--- config.mk ---
export PLATFORM = sky130hd
export DESIGN_NAME = pll_reprog_seq
export DESIGN_NICKNAME = d
export VERILOG_FILES = /design/src/rtl/pll_seq_pkg.sv /design/src/rtl/pll_us_wait.sv /design/src/rtl/pll_nlo_calc.sv /design/src/rtl/pll_reprog_seq.sv
export SDC_FILE = /design/constraint.sdc
export NUM_CORES = 1
export LEC_CHECK = 0
export ABC_AREA = 1
export BUFFER_PORTS_ARGS = -buffer_cell sky130_fd_sc_hd__buf_4
export CAP_MARGIN = 20
export CORE_ASPECT_RATIO = 0.9
export CORE_MARGIN = 1
export CORE_UTILIZATION = 40
export CTS_CLUSTER_SIZE = 20
export DETAILED_ROUTE_END_ITERATION = 6
export GPL_ROUTABILITY_DRIVEN = 1
export GPL_TIMING_DRIVEN = 0
export HOLD_SLACK_MARGIN = 0.15
export SYNTH_ARGS = -nofsm -noshare
export SYNTH_HDL_FRONTEND = slang
export SYNTH_HIERARCHICAL = 1
export SYNTH_SLANG_ARGS = --single-unit
--- constraint.sdc ---
create_clock -name clk -period 15.73 [get_ports clk]
set_input_delay 0.7865 -clock clk [delete_from_list [all_inputs] [get_ports clk]]
set_output_delay 0.7865 -clock clk [all_outputs]
set_load 0.01 [all_outputs]
--- src/rtl/pll_seq_pkg.sv ---
package pll_seq_pkg;

    typedef enum logic [4:0] {
        S_IDLE, S_PLAN, S_RAMP_GO, S_RAMP_WAIT,
        S_DIV2, S_DIV2_WAIT, S_BYPASS, S_IDDQ_WAIT,
        S_EN_OFF, S_COEFF, S_EN_ON, S_LOCK_CHK, S_LOCK_WAIT,
        S_VCO_WAIT, S_DIS_BYP, S_DIS_OFF, S_FINISH
    } seq_state_e;

    // why a glide was issued: decides what a glide failure means
    typedef enum logic [1:0] {
        RC_FAST, RC_DOWN, RC_UP, RC_OFF
    } ramp_ctx_e;

    function automatic logic [63:0] ceil_div(input logic [63:0] num, input logic [63:0] den);
        return (num + den - 64'd1) / den;
    endfunction

endpackage

--- src/rtl/pll_us_wait.sv ---
module pll_us_wait #(
    parameter int TICKS_PER_US = 200,
    parameter int STEP_US      = 2
) (
    input  logic clk,
    input  logic rst,
    input  logic go,
    output logic fire
);
    localparam int LEN = TICKS_PER_US * STEP_US;
    localparam int CW  = $clog2(LEN + 1);

    logic [CW-1:0] cnt;
    logic          run;

    always_ff @(posedge clk) begin
        if (rst) begin
            run <= 1'b0;
            cnt <= '0;
        end else if (go) begin
            run <= 1'b1;
            cnt <= CW'(LEN - 1);
        end else if (run) begin
            if (cnt == '0) run <= 1'b0;
            else           cnt <= cnt - 1'b1;
        end
    end

    assign fire = run && (cnt == '0);


    wait_single_fire_chk: assert property (@(posedge clk) disable iff (rst)
        (fire && !go) |=> !fire);

endmodule

--- src/rtl/pll_nlo_calc.sv ---
module pll_nlo_calc #(
    parameter int MW          = 8,
    parameter int NW          = 8,
    parameter int REF_KHZ     = 12000,
    parameter int MIN_VCO_KHZ = 1000000
) (
    input  logic [MW-1:0] m_in,
    output logic [NW-1:0] n_out
);
    import pll_seq_pkg::*;

    localparam logic [63:0] MAXN = 64'((64'd1 << NW) - 64'd1);

    logic [63:0] q;

    always_comb begin
        q     = ceil_div(64'(m_in) * 64'(MIN_VCO_KHZ), 64'(REF_KHZ));
        n_out = (q > MAXN) ? {NW{1'b1}} : q[NW-1:0];
    end

endmodule

--- src/rtl/pll_reprog_seq.sv ---
module pll_reprog_seq #(
    parameter int MW           = 8,
    parameter int NW           = 8,
    parameter int PLW          = 6,
    parameter int REF_KHZ      = 12000,
    parameter int MIN_VCO_KHZ  = 1000000,
    parameter int TICKS_PER_US = 200,
    parameter int STEP_US      = 2,
    parameter int LOCK_TIMEOUT = 500,
    parameter int RST_M        = 1,
    parameter int RST_N        = 84,
    parameter int RST_PL       = 1
) (
    input  logic                  clk,
    input  logic                  rst,
    input  logic                  prog_req,
    input  logic                  off_req,
    input  logic                  slide_ok,
    input  logic [MW-1:0]         want_m,
    input  logic [NW-1:0]         want_n,
    input  logic [PLW-1:0]        want_pl,
    output logic                  ramp_start,
    output logic [NW-1:0]         ramp_n,
    input  logic                  ramp_done,
    input  logic                  ramp_fail,
    input  logic                  lock_in,
    output logic                  sel_vco,
    output logic                  vco_div2,
    output logic                  iddq,
    output logic                  pll_en,
    output logic                  lckdet_en,
    output logic [MW+NW+PLW-1:0]  coeff,
    output logic                  done,
    output logic                  fail
);
    import pll_seq_pkg::*;

    localparam int POLLS = LOCK_TIMEOUT / 2 + 1;
    localparam int PCW   = $clog2(POLLS + 1);

    seq_state_e     st, ret_st;
    ramp_ctx_e      ctx;
    logic           is_off, slide_q, err_q;
    logic [MW-1:0]  tm, cur_m;
    logic [NW-1:0]  tn, cur_n, ramp_tgt, nlo_cur, nlo_tgt;
    logic [PLW-1:0] tpl, cur_pl;
    logic [PCW-1:0] polls;
    logic           wt_go, wt_fire;

    pll_us_wait #(.TICKS_PER_US(TICKS_PER_US), .STEP_US(STEP_US)) u_wait (
        .clk(clk), .rst(rst), .go(wt_go), .fire(wt_fire));

    pll_nlo_calc #(.MW(MW), .NW(NW), .REF_KHZ(REF_KHZ), .MIN_VCO_KHZ(MIN_VCO_KHZ)) u_nlo_cur (
        .m_in(cur_m), .n_out(nlo_cur));

    pll_nlo_calc #(.MW(MW), .NW(NW), .REF_KHZ(REF_KHZ), .MIN_VCO_KHZ(MIN_VCO_KHZ)) u_nlo_tgt (
        .m_in(tm), .n_out(nlo_tgt));

    assign coeff = {cur_pl, cur_n, cur_m};

    always_ff @(posedge clk) begin
        if (rst) begin
            st         <= S_IDLE;
            ret_st     <= S_IDLE;
            ctx        <= RC_FAST;
            is_off     <= 1'b0;
            slide_q    <= 1'b0;
            err_q      <= 1'b0;
            tm         <= '0;
            tn         <= '0;
            tpl        <= '0;
            cur_m      <= MW'(RST_M);
            cur_n      <= NW'(RST_N);
            cur_pl     <= PLW'(RST_PL);
            ramp_tgt   <= '0;
            polls      <= '0;
            wt_go      <= 1'b0;
            ramp_start <= 1'b0;
            ramp_n     <= '0;
            sel_vco    <= 1'b0;
            vco_div2   <= 1'b0;
            iddq       <= 1'b1;
            pll_en     <= 1'b0;
            lckdet_en  <= 1'b0;
            done       <= 1'b0;
            fail       <= 1'b0;
        end else begin
            wt_go      <= 1'b0;
            ramp_start <= 1'b0;
            done       <= 1'b0;
            fail       <= 1'b0;
            case (st)
                S_IDLE: begin
                    if (prog_req || off_req) begin
                        is_off  <= !prog_req;
                        slide_q <= slide_ok;
                        err_q   <= 1'b0;
                        tm      <= want_m;
                        tn      <= want_n;
                        tpl     <= want_pl;
                        st      <= S_PLAN;
                    end
                end
                S_PLAN: begin
                    if (is_off) begin
                        if (slide_q && pll_en) begin
                            ramp_tgt <= nlo_cur; ctx <= RC_OFF; ret_st <= S_DIS_BYP; st <= S_RAMP_GO;
                        end else st <= S_DIS_BYP;
                    end else if (slide_q && pll_en && tm == cur_m && tpl == cur_pl) begin
                        ramp_tgt <= tn; ctx <= RC_FAST; ret_st <= S_FINISH; st <= S_RAMP_GO;
                    end else if (slide_q && pll_en) begin
                        ramp_tgt <= nlo_cur; ctx <= RC_DOWN; ret_st <= S_DIV2; st <= S_RAMP_GO;
                    end else st <= S_DIV2;
                end
                S_RAMP_GO: begin
                    if (ramp_tgt == cur_n) st <= ret_st;
                    else begin
                        ramp_start <= 1'b1;
                        ramp_n     <= ramp_tgt;
                        st         <= S_RAMP_WAIT;
                    end
                end
                S_RAMP_WAIT: begin
                    if (ramp_done) begin
                        cur_n <= ramp_tgt;
                        if (ramp_fail && ctx != RC_OFF) begin
                            if (slide_q) begin slide_q <= 1'b0; st <= S_PLAN; end
                            else begin err_q <= 1'b1; st <= S_FINISH; end
                        end else st <= ret_st;
                    end
                end
                S_DIV2: begin
                    vco_div2 <= 1'b1;
                    wt_go    <= 1'b1;
                    st       <= S_DIV2_WAIT;
                end
                S_DIV2_WAIT: if (wt_fire) begin
                    sel_vco <= 1'b0;
                    st      <= S_BYPASS;
                end
                S_BYPASS: begin
                    if (iddq) begin
                        iddq  <= 1'b0;
                        wt_go <= 1'b1;
                        st    <= S_IDDQ_WAIT;
                    end else st <= S_EN_OFF;
                end
                S_IDDQ_WAIT: if (wt_fire) st <= S_EN_OFF;
                S_EN_OFF: begin
                    pll_en <= 1'b0;
                    st     <= S_COEFF;
                end
                S_COEFF: begin
                    cur_m  <= tm;
                    cur_pl <= tpl;
                    cur_n  <= slide_q ? nlo_tgt : tn;
                    st     <= S_EN_ON;
                end
                S_EN_ON: begin
                    pll_en    <= 1'b1;
                    lckdet_en <= 1'b1;
                    polls     <= '0;
                    st        <= S_LOCK_CHK;
                end
                S_LOCK_CHK: begin
                    if (lock_in) begin
                        sel_vco <= 1'b1;
                        wt_go   <= 1'b1;
                        st      <= S_VCO_WAIT;
                    end else if (polls == PCW'(POLLS - 1)) begin
                        if (slide_q) begin slide_q <= 1'b0; st <= S_PLAN; end
                        else begin err_q <= 1'b1; st <= S_FINISH; end
                    end else begin
                        polls <= polls + 1'b1;
                        wt_go <= 1'b1;
                        st    <= S_LOCK_WAIT;
                    end
                end
                S_LOCK_WAIT: if (wt_fire) st <= S_LOCK_CHK;
                S_VCO_WAIT: if (wt_fire) begin
                    vco_div2 <= 1'b0;
                    ramp_tgt <= tn;
                    ctx      <= RC_UP;
                    ret_st   <= S_FINISH;
                    st       <= S_RAMP_GO;
                end
                S_DIS_BYP: begin
                    sel_vco <= 1'b0;
                    st      <= S_DIS_OFF;
                end
                S_DIS_OFF: begin
                    pll_en <= 1'b0;
                    st     <= S_FINISH;
                end
                S_FINISH: begin
                    done <= 1'b1;
                    fail <= err_q;
                    st   <= S_IDLE;
                end
                default: st <= S_IDLE;
            endcase
        end
    end


    en_needs_power_chk: assert property (@(posedge clk) disable iff (rst)
        pll_en |-> !iddq);


    en_rise_in_bypass_chk: assert property (@(posedge clk) disable iff (rst)
        $rose(pll_en) |-> !sel_vco);


    mpl_change_disabled_chk: assert property (@(posedge clk) disable iff (rst)
        (cur_m != $past(cur_m) || cur_pl != $past(cur_pl)) |-> !pll_en);


    vco_after_lock_chk: assert property (@(posedge clk) disable iff (rst)
        $rose(sel_vco) |-> ($past(lock_in) && pll_en && lckdet_en));


    poll_bound_chk: assert property (@(posedge clk) disable iff (rst)
        polls <= PCW'(POLLS - 1));


    fail_with_done_chk: assert property (@(posedge clk) disable iff (rst)
        fail |-> done);


    glide_when_enabled_chk: assert property (@(posedge clk) disable iff (rst)
        ramp_start |-> pll_en);

endmodule

# Word level (Yosys, flattened, before mapping)
# Index checks and enable logic that the tools add are counted.
# totals
latchBits,0
out_inout_bits,38
ramBits,0
mem_bits_ro,0
in_bits,30
wordCells,183
reg_bits,102
memories,0
# classes
reduce_logical,33
n_mul,2
n_addsub,6
n_lt_le_gt_ge,2
div,2
n_eq_ne,35
bitwise_logic,4
muxes,72
shifts,0
# op_table
cell,count
$div A64 B14 Y64 const B,2
$gt A64 B8 Y1 const B,2
$sub A64 B1 Y64 const B,2
$mux W5,17
$mux W8,10
$pmux W5 S16,1
$add A28 B14 Y29 const B,2
$pmux W8 S2,3
$mul A8 B14 Y22 const B,2
$eq A5 B4 Y1 const B,8
$mux W9,3
$mux W1,21
$eq A5 B3 Y1 const B,4
$ne A2 B2 Y1 const B,9
$eq A8 B8 Y1,2
$reduce_and A2 Y1,7
$pmux W1 S3,4
$reduce_and A6 Y1,2
$reduce_bool A2 Y1,6
$eq A5 B2 Y1 const B,2
$mux W2,5
$pmux W5 S2,1
$logic_not A9 Y1,1
$sub A9 B1 Y9 const B,1
20 further kinds,39

# Depth between registers and ports, before layout
# depth
word_depth,10
mapped_depth,151
mapped_depth_nobuf,146

# Modules after synthesis
# The synthesis kept the hierarchy.
# by_module_without_submodules
mod,cells_per_inst,n_inst,area_per_inst_um2
pll_nlo_calc,2127,2,10819.1
pll_reprog_seq,660,1,4316.6
pll_us_wait,100,1,658.1

# Worst setup path after synthesis
# Ideal clock, no wire load.
# synth_path
path_kind,register -> register
from,reg cur_m[2]
to,reg ramp_tgt[0]
path_buffers,13
arrival_time_ps,15207
stages_incl_launch_ff,130
synth_period_minus_slack_ps,15340
setup_slack_ps,390
required_ps,15598
cell_sequence,dfxtp_1 -> fa_1 -> ha_1 -> inv_1 -> fa_1 -> fa_1 -> inv_1 -> ha_1 -> nand2_1 -> nor2_1 -> o21ai_0 -> nand3_1 -> nand2_1 -> nand2_1 -> nand3_2 -> nor2_4 -> xor2_1 -> inv_2 -> [... 94 more ...] -> nand3_1 -> nand2_2 -> nor2_4 -> nand2_4 -> buf_6 -> nand2_2 -> nand3_1 -> nor2_1 -> nand3_1 -> nand2_2 -> nand2_1 -> xor2_1 -> nand2_1 -> nand3_1 -> nand2_1 -> nand3_1 -> nand3_1 -> a21oi_1
# synth_between
elab_chain_cells,10
elab_cells_between_ends,13
classes_between,add/sub (2); mul (1); div (1); order compare (1); eq/ne (1); mux (5); reduce/logical (2)
# synth_lines
element,line_no,source
start: declaration,pll_reprog_seq.sv:44,"logic [MW-1:0] tm, cur_m;"
start signal: assignment,pll_reprog_seq.sv:72,cur_m <= MW'(RST_M);
start signal: assignment,pll_reprog_seq.sv:154,cur_m <= tm;
$mul A8 B14 Y22 *,pll_nlo_calc.sv:17,"q = ceil_div(64'(m_in) * 64'(MIN_VCO_KHZ), 64'(REF_KHZ));"
$add A28 B14 Y29 *,pll_seq_pkg.sv:16,return (num + den - 64'd1) / den;
$sub A64 B1 Y64 *,pll_seq_pkg.sv:16,
$div A64 B14 Y64 *,pll_seq_pkg.sv:16,
$gt A64 B8 Y1,pll_nlo_calc.sv:18,n_out = (q > MAXN) ? {NW{1'b1}} : q[NW-1:0];
$mux W8 *,pll_nlo_calc.sv:18,
named net nlo_cur[0],pll_reprog_seq.sv:45,"logic [NW-1:0] tn, cur_n, ramp_tgt, nlo_cur, nlo_tgt;"
$mux W8 *,"pll_reprog_seq.sv:106, pll_reprog_seq.sv:111",
$mux W8,pll_reprog_seq.sv:109,end else if (slide_q && pll_en && tm == cur_m && tpl == cur_pl) begin
$mux W8 *,pll_reprog_seq.sv:105,if (is_off) begin
$pmux W8 S2 *,pll_reprog_seq.sv:92,case (st)
end signal: assignment,pll_reprog_seq.sv:182,ramp_tgt <= tn;
end: declaration,pll_reprog_seq.sv:45,
# The timed path passes the listed nets; every way through them passes the cells marked *.
# A chain may end at the register's enable or synchronous reset.

# Worst setup path after layout
# Same ends and word-level chain as after synthesis.

==> flow_summary.toml <==
[grt]
grt_max_degree = 16
grt_pass1_vias = 28599
overflow = 0
grt_usage_pct = 24.1
grt_pass1_wl_um = 139000
antenna_found_initial = 0

[synth]
synth_top_cells_by_area = "nand2_1 26%, nand3_1 12%, inv_1 8.0%"
synth_warnings = 6
ys_seq_elements = 99
ys.flop_type = "dfxtp_1"
avgSynthCellArea_sq_um = 5.31
yosysTopAreaCell = "nand2_1"
synth_edf_count = 0
synthArstFlopShare_pct = 0
synth_top_area_share_pct = 25.9
syn_nets = 5204
syn_inst = 5014
yosysSeqAreaShare_pct = 7.45
syn_area_sq_um = 26600
ys_types = 59

[route]
drt-met1-wl_um = 42700
remaining_drc_errors = 6
vias_per_cell = 5.24
drt-pass1-iter-count = 7
wl_met2_um = 45100
final_antenna_net_count = 0
detail_route.wl_per_cell_um = 14.3
routed_wl_um = 92600
drtIter0Drc = 2216
vias = 33781
top_layer = "met4"
wl_met3_um = 3720

[clocking]
clkSinkCount = 99
htreeDepth = 3
worstSkewPairLatency_ps = 350
cts_hold_buffers = 0
cts_buffers = 9
clockRootBuffer = "clkbuf_16"
clk_pin_slew_ps = 60
ctsLongestPathBuffers = 2
tritoncts = "done"

[sta]
finalHoldViolations = 0
setup_tns_ps = -2370
worst_pin_slew_ps = 911
slew_headroom_pct = 38.8
drv_slew = 0
fin_crit_ps = 16480
fin_worst_skew_ps = 8.56
rsz0062_at_grt = "yes"
layout_worst_path_cycle_share_pct = 105
fmaxAchievable_ghz = 0.0607
setup_violations = 5
worst_slack_ps = -747

[floorplanning]
die-area_sq_um = 67600
start_util_pct = 40.5
die_y_um = 247
core-area_sq_um = 65700
ios = 68
row_count = 89
die_w_um = 274

[worst_setup_path]
cp-start-kind = "register"
r2r-start = "cur_m[2]$_SDFFE_PP0N_"
path_class = "reg -> reg"
crit_fanout = 10
end_kind = "register"
max_stage_delay_ps = 630
crit_path_top_delay_cell = "fa_2"
arrival_ps = 16680
crit_start = "cur_m[2]$_SDFFE_PP0N_"
cp_common_cell = "nand2_2"
cp.required_ps = 15930

[outcome]
outcome = "finished, violations left"
violations = "DRC, setup timing"

[finish]
drive_above_1_share_pct = 34.1
finish.instance_area_sq_um = 37200
diodes = 0
nNetsFinal = 5775
layout_commonest_cell = "nand2_1"
area_growth_pct = 40.0
n_fill_cell = 6349
fin_cells = 6452
final_cell_mix = "1458 x nand2_1, 504 x buf_4, 503 x inv_1"

[place]
placedCellCount = 5947
gp_congestion = 0.929
placed_cell_area_sq_um = 28200
place_hpwl_um = 65300
portBuffers = 67

[hold_path]
hold_start = "lckdet_en$_SDFFE_PP0P_"
hp-class = "reg -> reg"

[run]
max_cap_violations = 0
==> kinds of logic after synthesis <==
group / Yosys count / synth area share, %
XOR/XNOR: 152 / 5.12
AND/OR/NAND/NOR: 3454 / 58.8
adder cells (fa/ha/maj): 160 / 8.48
AO/OA/AOI/OAI: 381 / 8.06
flip-flops: 99 / 7.45
buffers and inverters: 768 / 12.1
==> critical path, delay by kind of cell (launching register included) <==
kind            cells  cell delay, ps
simple gates       98            9480
buf+inv            29            3210
fa+ha+maj           6            2360
compound gates      5             830
flops               1             360
==> sequential cells by signal, summed over array words and instances (netlist names), 8 cells and up <==
name / flops
tn: 8
tm: 8
ramp_n: 8
polls: 8
ramp_tgt: 8
u_wait/cnt: 9
cur_n: 8
cur_m: 8
==> worst paths after layout <==
kind | endpoint | slack (ps) | cells past startpoint
min | lckdet_en$_SDFFE_PP0P_ | 480 | 2
max reg2reg | ramp_tgt[0]$_SDFFE_PP0P_ | -750 | 138
min reg2reg | lckdet_en$_SDFFE_PP0P_ | 480 | 2
max | ramp_tgt[0]$_SDFFE_PP0P_ | -750 | 138
==> synthesized netlist by cell type, types with 10 or more instances <==
master       n
xor2_1     110
inv_2      102
o21ai_1     43
inv_1      564
nand2_4     22
dfxtp_1     99
clkinv_1    17
a31oi_1     22
nand2_1   1837
xnor2_1     38
o21ai_2     12
buf_6       36
nor2_2      68
nor3_1      39
clkbuf_1    21
ha_1       126
o211ai_1    13
nand4_1    134
fa_1        34
nand2_2    123
a21oi_1    138
nand3_2     26
nand3_1    636
o21ai_0    122
nand3b_1    22
buf_2       13
nor2_1     470
nand3_4     10
nor2_4      31
==> repair_timing <==
action / 4_1_cts / 5_1_grt
gates resized for setup: 432 / 867
cloned: 21 / 15
endpoints found under the setup margin: 10 / 9
endpoints found under the hold margin: 0 / 0
pin swaps: 185 / 412
setup buffers: 215 / 240
==> final cells by class <==
class                           instances  area (sq um)  area share, %
Sequential cell                        99          2040           5.48
Timing Repair Buffer                  551          4550           12.2
Inverter                              688          2690           7.22
Clock inverter                          4          52.6          0.141
Multi-Input combinational cell       4156         25900           69.5
Tap cell                              864          1080           2.90
Buffer                                 80           724           1.95
Clock buffer                           10           239          0.642
==> through the flow <==
stage | util [%] | worst slack [ps] | hold slack [ps]
after floorplan | - | 390 | 421
after global placement | 42.9 | -3080 | 460
after detailed placement | 43.0 | -2980 | 468
after CTS | 48.6 | -742 | 483
after global routing | 56.7 | -1800 | 512
final | 56.7 | -747 | 478
==> per-layer routing <==
layer,vias up,global-route usage (%)
met5,-,0
met4,0,2.45
met3,89,1.38
met2,811,41.3
met1,15671,34.0
li1,17210,-
Power is left out: the tool's default activity adds up to more than one toggle a clock period on the data nets, which glitch-free logic cannot reach.
